==> config.mk <==
export PLATFORM = sky130hd
export DESIGN_NAME = dual_synth_loader
export DESIGN_NICKNAME = d
export VERILOG_FILES = /design/src/rtl/dsl_pkg.sv /design/src/rtl/dsl_sync.sv /design/src/rtl/dsl_shifter.sv /design/src/rtl/dsl_regs.sv /design/src/rtl/dual_synth_loader.sv
export SDC_FILE = /design/constraint.sdc
export NUM_CORES = 1
export LEC_CHECK = 0
export ABC_CLOCK_PERIOD_IN_PS = 2300
export BUFFER_PORTS_ARGS = -buffer_cell sky130_fd_sc_hd__buf_2
export CORE_MARGIN = 1.5
export CORE_UTILIZATION = 38
export DETAILED_ROUTE_END_ITERATION = 16
export PLACE_DENSITY = 0.58
export SYNTH_ARGS = -nofsm -noshare
export SYNTH_HDL_FRONTEND = slang
export SYNTH_HIERARCHICAL = 1
export SYNTH_SLANG_ARGS = --single-unit
==> constraint.sdc <==
create_clock -name clk -period 2.3 [get_ports clk]
set_clock_uncertainty 0.15 [all_clocks]
set_input_delay 0.23 -clock clk [delete_from_list [all_inputs] [get_ports clk]]
set_output_delay 0.23 -clock clk [all_outputs]
set_load 0.005 [all_outputs]
==> src/rtl/dsl_pkg.sv <==
package dsl_pkg;

  typedef enum logic [1:0] {
    FR_DROP = 2'd0,
    FR_S1   = 2'd1,
    FR_S2   = 2'd2
  } verdict_e;

  // Length of the short word: address, ratio, pump, reference, port data, test bit.
  function automatic int unsigned short_len(input int unsigned div_w,
                                            input int unsigned cp_w,
                                            input int unsigned ref_w,
                                            input int unsigned port_n);
    return 1 + div_w + cp_w + ref_w + port_n + 1;
  endfunction

  // Judge a finished frame from its bit count and its address bit.
  function automatic verdict_e classify(input int unsigned cnt,
                                        input logic        addr,
                                        input int unsigned s_len,
                                        input int unsigned l_len);
    if (cnt == s_len) return addr ? FR_S2 : FR_S1;
    if (cnt == l_len && addr) return FR_S2;
    return FR_DROP;
  endfunction

endpackage

==> src/rtl/dsl_sync.sv <==
module dsl_sync #(
  parameter int W = 3
) (
  input  logic         clk,
  input  logic         rst_n,
  input  logic [W-1:0] async_in,
  output logic [W-1:0] lvl,
  output logic [W-1:0] chg
);
  logic [W-1:0] st1, st2, st3;

  always_ff @(posedge clk or negedge rst_n) begin
    if (!rst_n) begin
      st1 <= '0;
      st2 <= '0;
      st3 <= '0;
    end else begin
      st1 <= async_in;
      st2 <= st1;
      st3 <= st2;
    end
  end

  assign lvl = st2;
  assign chg = st2 ^ st3;
endmodule

==> src/rtl/dsl_shifter.sv <==
module dsl_shifter #(
  parameter int LONG_LEN = 22,
  parameter int CNT_W    = 5
) (
  input  logic                clk,
  input  logic                rst_n,
  input  logic                en_lvl,
  input  logic                en_rise,
  input  logic                sclk_rise,
  input  logic                sdata,
  output logic [LONG_LEN-1:0] word,
  output logic [CNT_W-1:0]    bit_cnt,
  output logic                bit_strobe
);
  localparam logic [CNT_W-1:0] CNT_MAX = '1;

  assign bit_strobe = sclk_rise && en_lvl && !en_rise;

  always_ff @(posedge clk or negedge rst_n) begin
    if (!rst_n) begin
      word    <= '0;
      bit_cnt <= '0;
    end else if (en_rise) begin
      word    <= '0;
      bit_cnt <= '0;
    end else if (bit_strobe) begin
      word <= {word[LONG_LEN-2:0], sdata};
      if (bit_cnt != CNT_MAX) bit_cnt <= bit_cnt + 1'b1;
    end
  end
endmodule

==> src/rtl/dsl_regs.sv <==
module dsl_regs
  import dsl_pkg::*;
#(
  parameter int DIV_W    = 12,
  parameter int CP_W     = 2,
  parameter int REF_W    = 2,
  parameter int PORT_N   = 2,
  parameter int LONG_LEN = 22,
  parameter int CNT_W    = 5
) (
  input  logic                clk,
  input  logic                rst_n,
  input  logic                frame_end,
  input  logic [LONG_LEN-1:0] word,
  input  logic [CNT_W-1:0]    bit_cnt,
  output logic                commit_s1,
  output logic                commit_s2,
  output logic                discard,
  output logic [DIV_W-1:0]    s1_ratio,
  output logic [CP_W-1:0]     s1_cp,
  output logic [DIV_W-1:0]    s2_ratio,
  output logic [CP_W-1:0]     s2_cp,
  output logic [REF_W-1:0]    ref_sel,
  output logic                test_mode,
  output logic [PORT_N-1:0]   test_sel,
  output logic [PORT_N-1:0]   port_out,
  output logic                port_oe
);
  localparam int RAT_LO   = 1;
  localparam int CP_LO    = RAT_LO + DIV_W;
  localparam int REF_LO   = CP_LO + CP_W;
  localparam int PD_LO    = REF_LO + REF_W;
  localparam int T0_POS   = PD_LO + PORT_N;
  localparam int TS_LO    = T0_POS + 1;
  localparam int S_LEN    = int'(short_len(DIV_W, CP_W, REF_W, PORT_N));

  verdict_e            verdict;
  logic [PORT_N-1:0]   pdata_q;

  always_comb begin
    verdict = classify(32'(bit_cnt), word[0], S_LEN, LONG_LEN);
  end

  assign commit_s1 = frame_end && (verdict == FR_S1);
  assign commit_s2 = frame_end && (verdict == FR_S2);
  assign discard   = frame_end && (verdict == FR_DROP);

  always_ff @(posedge clk or negedge rst_n) begin
    if (!rst_n) begin
      s1_ratio <= '0;
      s1_cp    <= '0;
    end else if (commit_s1) begin
      s1_ratio <= word[RAT_LO +: DIV_W];
      s1_cp    <= word[CP_LO +: CP_W];
    end
  end

  always_ff @(posedge clk or negedge rst_n) begin
    if (!rst_n) begin
      s2_ratio  <= '0;
      s2_cp     <= '0;
      ref_sel   <= '0;
      pdata_q   <= '0;
      test_mode <= 1'b0;
      test_sel  <= '0;
      port_oe   <= 1'b0;
    end else if (commit_s2) begin
      s2_ratio  <= word[RAT_LO +: DIV_W];
      s2_cp     <= word[CP_LO +: CP_W];
      ref_sel   <= word[REF_LO +: REF_W];
      pdata_q   <= word[PD_LO +: PORT_N];
      test_mode <= word[T0_POS];
      test_sel  <= word[T0_POS] ? word[TS_LO +: PORT_N] : '0;
      port_oe   <= 1'b1;
    end
  end

  assign port_out = test_mode ? test_sel : pdata_q;
endmodule

==> src/rtl/dual_synth_loader.sv <==
module dual_synth_loader
  import dsl_pkg::*;
#(
  parameter int DIV_W  = 12,
  parameter int CP_W   = 2,
  parameter int REF_W  = 2,
  parameter int PORT_N = 2
) (
  input  logic              clk,
  input  logic              rst_n,
  input  logic              ser_clk,
  input  logic              ser_data,
  input  logic              ser_en,
  output logic [DIV_W-1:0]  s1_ratio,
  output logic [CP_W-1:0]   s1_cp,
  output logic [DIV_W-1:0]  s2_ratio,
  output logic [CP_W-1:0]   s2_cp,
  output logic [REF_W-1:0]  ref_sel,
  output logic              test_mode,
  output logic [PORT_N-1:0] test_sel,
  output logic [PORT_N-1:0] port_out,
  output logic              port_oe
);
  localparam int S_LEN    = int'(short_len(DIV_W, CP_W, REF_W, PORT_N));
  localparam int LONG_LEN = S_LEN + PORT_N;
  localparam int CNT_W    = $clog2(LONG_LEN + 2);

  logic [2:0]          sy_lvl, sy_chg;
  logic                en_lvl, en_rise, frame_end, sclk_rise, sdata, data_chg;
  logic [LONG_LEN-1:0] word;
  logic [CNT_W-1:0]    bit_cnt;
  logic                bit_strobe;
  logic                commit_s1, commit_s2, discard;

  dsl_sync #(.W(3)) u_sync (
    .clk      (clk),
    .rst_n    (rst_n),
    .async_in ({ser_en, ser_clk, ser_data}),
    .lvl      (sy_lvl),
    .chg      (sy_chg)
  );

  assign sdata     = sy_lvl[0];
  assign data_chg  = sy_chg[0];
  assign sclk_rise = sy_chg[1] && sy_lvl[1];
  assign en_lvl    = sy_lvl[2];
  assign en_rise   = sy_chg[2] && sy_lvl[2];
  assign frame_end = sy_chg[2] && !sy_lvl[2];

  dsl_shifter #(.LONG_LEN(LONG_LEN), .CNT_W(CNT_W)) u_shift (
    .clk        (clk),
    .rst_n      (rst_n),
    .en_lvl     (en_lvl),
    .en_rise    (en_rise),
    .sclk_rise  (sclk_rise),
    .sdata      (sdata),
    .word       (word),
    .bit_cnt    (bit_cnt),
    .bit_strobe (bit_strobe)
  );

  dsl_regs #(
    .DIV_W(DIV_W), .CP_W(CP_W), .REF_W(REF_W), .PORT_N(PORT_N),
    .LONG_LEN(LONG_LEN), .CNT_W(CNT_W)
  ) u_regs (
    .clk       (clk),
    .rst_n     (rst_n),
    .frame_end (frame_end),
    .word      (word),
    .bit_cnt   (bit_cnt),
    .commit_s1 (commit_s1),
    .commit_s2 (commit_s2),
    .discard   (discard),
    .s1_ratio  (s1_ratio),
    .s1_cp     (s1_cp),
    .s2_ratio  (s2_ratio),
    .s2_cp     (s2_cp),
    .ref_sel   (ref_sel),
    .test_mode (test_mode),
    .test_sel  (test_sel),
    .port_out  (port_out),
    .port_oe   (port_oe)
  );
endmodule

==> flow_summary.yaml, run 1 <==
outcome:
  outcome: "complete, no violations"
layout:
  antennaDiodeCount: 0
  fillerInstances: 624
  final_nets: 231
  drive_gt1_frac: 0.410
  syn2layout_area_growth_pct: 21.2
  layout_commonest_cell: "dfrtp_1"
  mostFrequentLayoutCells: "dfrtp_1 (71), buf_2 (40), a22o_1 (22)"
critical_path:
  critPathCaptureType: "flip-flop"
  startpoint_type: "flip-flop"
  path_cells: "xor2_1, and2b_2, and3_1, buf_12, mux2_2"
  reg2reg_from: "u_sync/lvl[2]"
  reg2reg_depth: 5
  reg2reg_to: "u_regs/test_mode"
  slowest_stage: "dfrtp_1"
  r2r_slack_ns: 0.35
  crit_type: "reg2reg"
  critPathMaxStageDelay_ns: 0.51
  cp.required_ns: 2.38
  cp_max_fo: 18
  crit_arrival_ns: 2.02
floorplan:
  rows: 31
  die-height_um: 88.6
  design.core.area_sq_mm: 0.00718
  initial_core_util: 0.388
  pin_count: 41
  die_w_um: 88.6
  die_area_sq_mm: 0.00785
hold_path:
  hold_class: "reg2reg"
  min-delay-start: "u_sync/st1[1]"
  holdPathEnd: "u_sync/lvl[1]"
  hold_depth: 0
drt:
  dr.pass1.iters: 4
  wl_mm: 4.72
  num_vias: 1530
  drc_errors: 0
  wire_per_inst_um: 14.4
  via_per_inst: 4.66
  ant_nets: 0
  drt_iter0_markers: 59
placement:
  dp_hpwl_mm: 3.06
  gp_congestion: 0.730
  numPortBuffers: 40
sta:
  finalCritPeriodShare: 0.846
  max_slew_margin: 0.592
  finalHoldWorstSlack_ns: 0.199
  period_needed_ns: 1.95
  tns_ns: 0
  fmax_mhz: 514
  slew_viol_final: 0
  rsz0062_at_grt: "no"
  setup_viol: 0
  tightestPinTransition_ns: 0.612
  hold_viol: 0
global_routing:
  grt_antenna_before_repair: 0
  gr-total-overflow: 0
  grt_use_met3: 0.0597
  grt_pass1_vias: 1559
  grt-busiest-layer: "met2"
  grt_pass1_wl_mm: 7.88
  groute.usage.overall: 0.140
  grt_max_degree: 26
  use_met1: 0.192
  use_met2: 0.196
logic_synthesis:
  netlist_area_sq_mm: 0.00279
  synth_fp_nets: 179
  synth.avg_cell_area_sq_um: 16.2
  ys.warnings.count: 6
  syn_inst: 172
power:
  peakVddDrop_uv: 341
  switchingPower_mw: 0.531
  p_comb_frac: 0.040
  leakage_nw: 1.77
  seqPwrFrac: 0.513
  switching_share: 0.213
  clkPwrFrac: 0.447
  power_density_mw_per_mm2: 740
  intPower_mw: 1.97
cts:
  cts_buffers: 9
  cts_root_buf: "clkbuf_8"
  clock_sinks: 71
  clk_pin_slew_worst_paths_ns: 0.07
  insertion_delay_ns: 0.34
  clockBufferDepth: 2
  cts_tree: "done"
  cts_max_level: 3
job:
  drv_cap: 0
[layout make-up]
type / instances / area (sq um) / area share
Sequential cell: 71 / 1780 / 0.526
Multi-Input combinational cell: 91 / 922 / 0.273
Timing Repair Buffer: 49 / 315 / 0.0934
Clock buffer: 11 / 151 / 0.0448
Tap cell: 99 / 124 / 0.0367
Clock inverter: 5 / 80.1 / 0.0237
Inverter: 2 / 7.51 / 0.00222
[through the flow]
stage / instances / area, sq um / util / power, mW / worst slack (ns)
floorplan: 172 / 2790 / - / 1.35 / 0.474
global placement: 308 / 3100 / 0.432 / 1.40 / 0.276
detailed placement: 308 / 3100 / 0.432 / 1.40 / 0.194
CTS: 328 / 3370 / 0.470 / 2.54 / 0.176
global route: 328 / 3380 / 0.471 / 2.62 / 0.244
finish: 328 / 3380 / 0.471 / 2.50 / 0.354
[critical path: cells and delay by family (launching register included)]
family,cells,cell delay (ns)
buf+inv,1,0.21
xor+xnor,1,0.19
mux,1,0.34
flops,1,0.51
simple gates,2,0.43
[worst max path at each step]
| stage | start | cells after the start | to |
|---|---|---|---|
| 2_1_floorplan | u_sync/lvl[2] | 6 | u_regs/pdata_q[0] |
| 3_3_place_gp | u_sync/lvl[2] | 4 | u_shift/word[7] |
| 3_5_place_dp | u_sync/lvl[2] | 4 | u_shift/word[15] |
| 4_1_cts | u_sync/lvl[2] | 4 | u_shift/word[7] |
| 5_1_grt | u_sync/lvl[2] | 5 | u_regs/s2_ratio[10] |
| 6_report | u_sync/lvl[2] | 5 | u_regs/test_mode |
[repair_timing]
item | 4_1_cts | 5_1_grt
setup buffers | 0 | 0
hold endpoints to repair | 26 | 0
hold buffers | 4 | 0
resized for setup | 0 | 1
endpoints found under the setup margin | 0 | 15
[routing by layer]
metal / vias up / share of wire
met3: 7 / 0.044
met1: 762 / 0.49
met2: 38 / 0.45
li1: 723 / -
met4: 0 / 0.013
met5: - / 0
[power groups by stage]
stage | Combinational [mW] | Sequential (mW) | Clock [mW]
2_1_floorplan | 0.0510 | 1.30 | 0
3_3_place_gp | 0.0955 | 1.31 | 0
3_5_place_dp | 0.0979 | 1.31 | 0
4_1_cts | 0.103 | 1.28 | 1.15
5_1_grt | 0.115 | 1.28 | 1.22
6_report | 0.101 | 1.28 | 1.12
[sequential cells by signal, indices dropped and copies added (netlist names), 2 cells and up]
name / flops
u_regs/ref_sel: 2
u_regs/test_sel: 2
u_sync/st1: 3
u_regs/s2_ratio: 12
u_sync/lvl: 3
u_regs/s1_ratio: 12
u_sync/st3: 2
u_shift/bit_cnt: 5
u_regs/pdata_q: 2
u_regs/s1_cp: 2
u_regs/s2_cp: 2
u_shift/word: 22
No activity file was read; power rests on OpenSTA's default activity.
==> run 2, diff against run 1 <==
--- a/config.mk
+++ b/config.mk
@@ -5,7 +5,7 @@
 export SDC_FILE = /design/constraint.sdc
 export NUM_CORES = 1
 export LEC_CHECK = 0
-export ABC_CLOCK_PERIOD_IN_PS = 2300
+export ABC_CLOCK_PERIOD_IN_PS = 2000
 export BUFFER_PORTS_ARGS = -buffer_cell sky130_fd_sc_hd__buf_2
 export CORE_MARGIN = 1.5
 export CORE_UTILIZATION = 38
==> constraint.sdc (replaced) <==
create_clock -name clk -period 2 [get_ports clk]
set_clock_uncertainty 0.15 [all_clocks]
set_input_delay 0.2 -clock clk [delete_from_list [all_inputs] [get_ports clk]]
set_output_delay 0.2 -clock clk [all_outputs]
set_load 0.005 [all_outputs]
==> flow_summary.yaml, run 2 (synthesis gave the netlist of run 1 again) <==
power:
  switchingPower_mw: 0.641
  peakVddDrop_uv: 355
  leakage_nw: 1.77
  power_density_mw_per_mm2: 807
  seqPwrFrac: 0.541
  clkPwrFrac: 0.412
  p_comb_frac: 0.047
  switching_share: 0.235
  intPower_mw: 2.08
global_routing:
  groute.usage.overall: 0.137
  grt_pass1_wl_mm: 7.93
  grt_antenna_before_repair: 0
  grt_pass1_vias: 1572
  grt_max_degree: 26
  gr-total-overflow: 0
drt:
  ant_nets: 0
  wire_per_inst_um: 14.4
  drt_iter0_markers: 89
  drc_errors: 0
  via_per_inst: 4.77
  dr.pass1.iters: 4
  wl_mm: 4.80
  num_vias: 1585
layout:
  largest_reg_flops: 22
  final_nets: 235
  top_register: "u_shift/word"
  antennaDiodeCount: 0
  mostFrequentLayoutCells: "dfrtp_1 (71), buf_2 (40), a22o_1 (22)"
  reg_top3: "u_shift/word: 22 flops, u_regs/s1_ratio: 12 flops, u_regs/s2_ratio: 12 flops"
  syn2layout_area_growth_pct: 21.2
  fillerInstances: 663
  drive_gt1_frac: 0.425
  fin_util: 0.470
  layout_commonest_cell: "dfrtp_1"
job:
  drv_cap: 0
floorplan:
  die_w_um: 88.6
  initial_core_util: 0.388
  die-height_um: 88.6
  rows: 31
  design.core.area_sq_mm: 0.00718
  pin_count: 41
  die_area_sq_mm: 0.00785
critical_path:
  cp_max_fo: 5
  r2r_slack_ns: 0.11
  cp.required_ns: 2.11
  reg2reg_from: "u_shift/bit_cnt[0]"
  critPathCaptureType: "flip-flop"
  reg2reg_depth: 6
  crit_arrival_ns: 2.00
  reg2reg_to: "u_shift/bit_cnt[3]"
  crit_type: "reg2reg"
  startpoint_type: "flip-flop"
sta:
  slew_viol_final: 0
  setup_viol: 0
  max_slew_margin: 0.602
  tightestPinTransition_ns: 0.597
  fmax_mhz: 529
  tns_ns: 0
  rsz0062_at_grt: "no"
  hold_viol: 0
  finalHoldWorstSlack_ns: 0.202
  finalCritPeriodShare: 0.946
  setup_ws_ns: 0.108
  period_needed_ns: 1.89
cts:
  clk_pin_slew_worst_paths_ns: 0.07
  cts_root_buf: "clkbuf_8"
  cts_max_level: 3
  insertion_delay_ns: 0.33
  cts_buffers: 9
  clockBufferDepth: 2
  cts_tree: "done"
  post_cts_buffers: 0
  clock_sinks: 71
hold_path:
  holdPathEnd: "u_sync/lvl[0]"
  hold_depth: 0
  min-delay-start: "u_sync/st1[0]"
  hold_class: "reg2reg"
placement:
  numPortBuffers: 40
  place_ws_ns: 0.0267
  dp_hpwl_mm: 3.13
  gp_congestion: 0.731
outcome:
  outcome: "complete, no violations"
## run 2: changes by cell type in the layout (fill, tap and decap cells not counted), sizes merged
cell | before | now
buf | 45 | 49
bufinv | 2 | 1
clkbuf | 11 | 9
clkinv | 1 | 3
inv | 2 | 3
## run 2: worst max-delay path: stages, from the launching register on
cell	delay [ns]
dfrtp_1	0.42
ha_2	0.20
and3_1	0.18
ha_1	0.18
nand3b_4	0.19
or3_1	0.35
a21oi_1	0.14
## run 2: through the flow
step           std cells  area, sq um  power [mW]
6_report             332         3370        2.72
3_5_place_dp         312         3130        1.62
3_3_place_gp         312         3130        1.62
4_1_cts              332         3370        2.78
2_1_floorplan        172         2790        1.56
5_1_grt              332         3370        2.86
## run 2: power groups by stage
stage	Sequential, mW	Clock [mW]	Combinational, mW
final	1.47	1.12	0.127
after global routing	1.48	1.24	0.146
after CTS	1.47	1.17	0.130
after detailed placement	1.50	0	0.123
after global placement	1.50	0	0.120
after floorplan	1.50	0	0.0586
## run 2: layer usage
| metal | vias to the layer above | wire (um) | part of all wire | global-route usage |
|---|---|---|---|---|
| met1 | 813 | 2350 | 0.49 | 0.183 |
| met3 | 5 | 199 | 0.042 | 0.0588 |
| met4 | 0 | 39 | 0.0081 | 0.0341 |
| met5 | - | 0 | 0 | 0 |
| met2 | 38 | 2210 | 0.46 | 0.207 |
| li1 | 729 | - | - | - |
## run 2: how the worst max path moves through the flow
| stage | from | to | slack (ns) | depth (start not counted) |
|---|---|---|---|---|
| 5_1_grt | u_shift/bit_cnt[0] | u_shift/bit_cnt[3] | 0.01 | 6 |
| 3_5_place_dp | u_sync/lvl[2] | u_shift/word[2] | 0.03 | 4 |
| 3_3_place_gp | u_shift/bit_cnt[0] | u_shift/bit_cnt[3] | 0.12 | 6 |
| 6_report | u_shift/bit_cnt[0] | u_shift/bit_cnt[3] | 0.11 | 6 |
| 4_1_cts | u_shift/bit_cnt[0] | u_shift/bit_cnt[3] | 0.06 | 6 |
| 2_1_floorplan | u_sync/lvl[2] | u_regs/pdata_q[0] | 0.17 | 6 |
## run 2: cell type report
cell class | instances | area [sq um] | share of cell area
sequential | 71 | 1780 | 0.527
multi-input combinational | 91 | 925 | 0.274
timing repair buffer | 53 | 345 | 0.102
clock buffer | 9 | 124 | 0.0367
tap | 99 | 124 | 0.0367
clock inverter | 7 | 72.6 | 0.0215
inverter | 2 | 7.51 | 0.00222
## run 2: timing repair
action,CTS,global route
gates cloned,0,0
resized for setup,1,1
endpoints found under the setup margin,1,1
hold buffers,4,0
hold endpoints to repair,26,0
==> run 3, diff against run 2 <==
--- a/config.mk
+++ b/config.mk
@@ -5,7 +5,6 @@
 export SDC_FILE = /design/constraint.sdc
 export NUM_CORES = 1
 export LEC_CHECK = 0
-export ABC_CLOCK_PERIOD_IN_PS = 2000
 export BUFFER_PORTS_ARGS = -buffer_cell sky130_fd_sc_hd__buf_2
 export CORE_MARGIN = 1.5
 export CORE_UTILIZATION = 38
==> constraint.sdc (replaced) <==
create_clock -name clk -period 2 [get_ports clk]
set_clock_uncertainty 0.15 [all_clocks]
set_input_delay 0.3 -clock clk [delete_from_list [all_inputs] [get_ports clk]]
set_output_delay 0.3 -clock clk [all_outputs]
set_load 0.005 [all_outputs]
==> flow_summary.yaml, run 3 (synthesis gave the netlist of run 1 again) <==
power:
  power_density_mw_per_mm2: 812
  leakage_nw: 1.76
  peakVddDrop_uv: 476
cts:
  cts_tree: "done"
  clk_pin_slew_worst_paths_ns: 0.08
  cts_root_buf: "clkbuf_8"
  insertion_delay_ns: 0.34
  clock_sinks: 71
  clockBufferDepth: 2
  cts_max_level: 3
  cts_buffers: 9
sta:
  setup_viol: 0
  hold_viol: 0
  period_needed_ns: 1.91
  fmax_mhz: 524
  max_slew_margin: 0.666
  tightestPinTransition_ns: 0.500
  setup_ws_ns: 0.0911
  slew_viol_final: 0
  tns_ns: 0
  finalCritPeriodShare: 0.954
  rsz0062_at_grt: "no"
critical_path:
  path_cells: "ha_1, and3_1, ha_1, nand3b_4, or3_1, a21oi_1"
  cp_top_family: "simple AND/OR/NAND/NOR gates"
  crit_type: "reg2reg"
  critPathMaxStageDelay_ns: 0.42
  crit_buf_inv: 0
  cp_max_fo: 5
  critical_path.most_common_cell: "ha_1"
  slowest_stage: "dfrtp_1"
  crit_arrival_ns: 2.03
  cp.required_ns: 2.12
  startpoint_type: "flip-flop"
  critPathCaptureType: "flip-flop"
global_routing:
  groute.usage.overall: 0.132
  gr-total-overflow: 0
  grt_pass1_wl_mm: 7.53
  grt_antenna_before_repair: 0
  grt_pass1_vias: 1518
  grt_max_degree: 72
floorplan:
  die-height_um: 88.6
  rows: 31
  initial_core_util: 0.388
  die_w_um: 88.6
  die_area_sq_mm: 0.00785
  design.core.area_sq_mm: 0.00718
  pin_count: 41
layout:
  layout.cells.non_filler: 331
  seqCellArea_sq_mm: 0.00178
  fillerInstances: 687
  final_nets: 234
  antennaDiodeCount: 0
  drive_gt1_frac: 0.418
  mostFrequentLayoutCells: "dfrtp_1 (71), buf_2 (40), a22o_1 (22)"
  multi_input_area_sq_um: 922
  reg_top3: "u_shift/word: 22 flops, u_regs/s1_ratio: 12 flops, u_regs/s2_ratio: 12 flops"
  largest_reg_flops: 22
  layout_commonest_cell: "dfrtp_1"
  top_register: "u_shift/word"
  syn2layout_area_growth_pct: 20.3
  fin_util: 0.467
placement:
  numPortBuffers: 40
  place_ws_ns: 0.0744
  dp_hpwl_mm: 2.96
  place_inst: 311
  gp_congestion: 0.707
drt:
  drc_errors: 0
  via_per_inst: 4.64
  drt_iter0_markers: 75
  dr.pass1.iters: 4
  wl_mm: 4.70
  wire_per_inst_um: 14.2
  ant_nets: 0
  num_vias: 1537
job:
  drv_cap: 0
outcome:
  outcome: "complete, no violations"
hold_path:
  hold_class: "reg2reg"
run 3: cell types whose count changed in the layout (fill, tap and decap cells not counted), sizes merged:
cell,delta
buf,-1
clkinvlp,+1
clkinv,-1
run 3: worst reg2reg max path, stage by stage (launching register included):
cell and delay (ns):
dfrtp_1 0.42, ha_1 0.22, and3_1 0.19, ha_1 0.18, nand3b_4 0.19, or3_1 0.35, a21oi_1 0.14
run 3: through the flow:
step                      instance area (sq um)  power (mW)  hold WS (ns)
after floorplan                            2790        1.56        -0.146
after global placement                     3110        1.62         0.183
after detailed placement                   3110        1.62         0.185
after CTS                                  3350        2.77         0.203
after global routing                       3350        2.84         0.210
final                                      3350        2.72         0.201
run 3: what timing repair did:
action	in CTS	in global routing
hold endpoints to repair	74	0
endpoints found under the setup margin	0	22
hold buffers	4	0
setup buffers	0	0
resized for setup	0	1
run 3: path summary, 6_finish.rpt:
check / from / end / slack, ns / cells past startpoint
min in group asynchronous: rst_n / u_regs/s2_ratio[7] / 0.37 / 3
worst min-delay path: u_sync/st1[2] / u_sync/lvl[2] / 0.20 / 0
max in group asynchronous: rst_n / u_regs/s2_ratio[3] / 1.04 / 3
worst max register to register: u_shift/bit_cnt[0] / u_shift/bit_cnt[3] / 0.09 / 6
worst max-delay path: u_shift/bit_cnt[0] / u_shift/bit_cnt[3] / 0.09 / 6
worst min register to register: u_sync/st1[2] / u_sync/lvl[2] / 0.20 / 0
run 3: area by class of cell:
cell class	instances	share of cell area
sequential	71	0.530
timing repair buffer	52	0.0971
inverter	2	0.00224
tap	99	0.0370
clock buffer	9	0.0370
multi-input combinational	91	0.275
clock inverter	7	0.0213
run 3: report_power, final:
group	internal [mW]	total (mW)	switching, mW	leakage [nW]
logic	0.0453	0.120	0.0752	0.697
clock network	0.575	1.13	0.554	0.0916
registers	1.45	1.47	0.0170	0.972
total	2.07	2.72	0.646	1.76
run 3: layer usage:
layer	track usage	vias up	wire length [um]
met4	0.0384	0	55
met5	0	-	0
li1	-	736	-
met2	0.192	37	2090
met1	0.177	758	2340
met3	0.0625	6	216
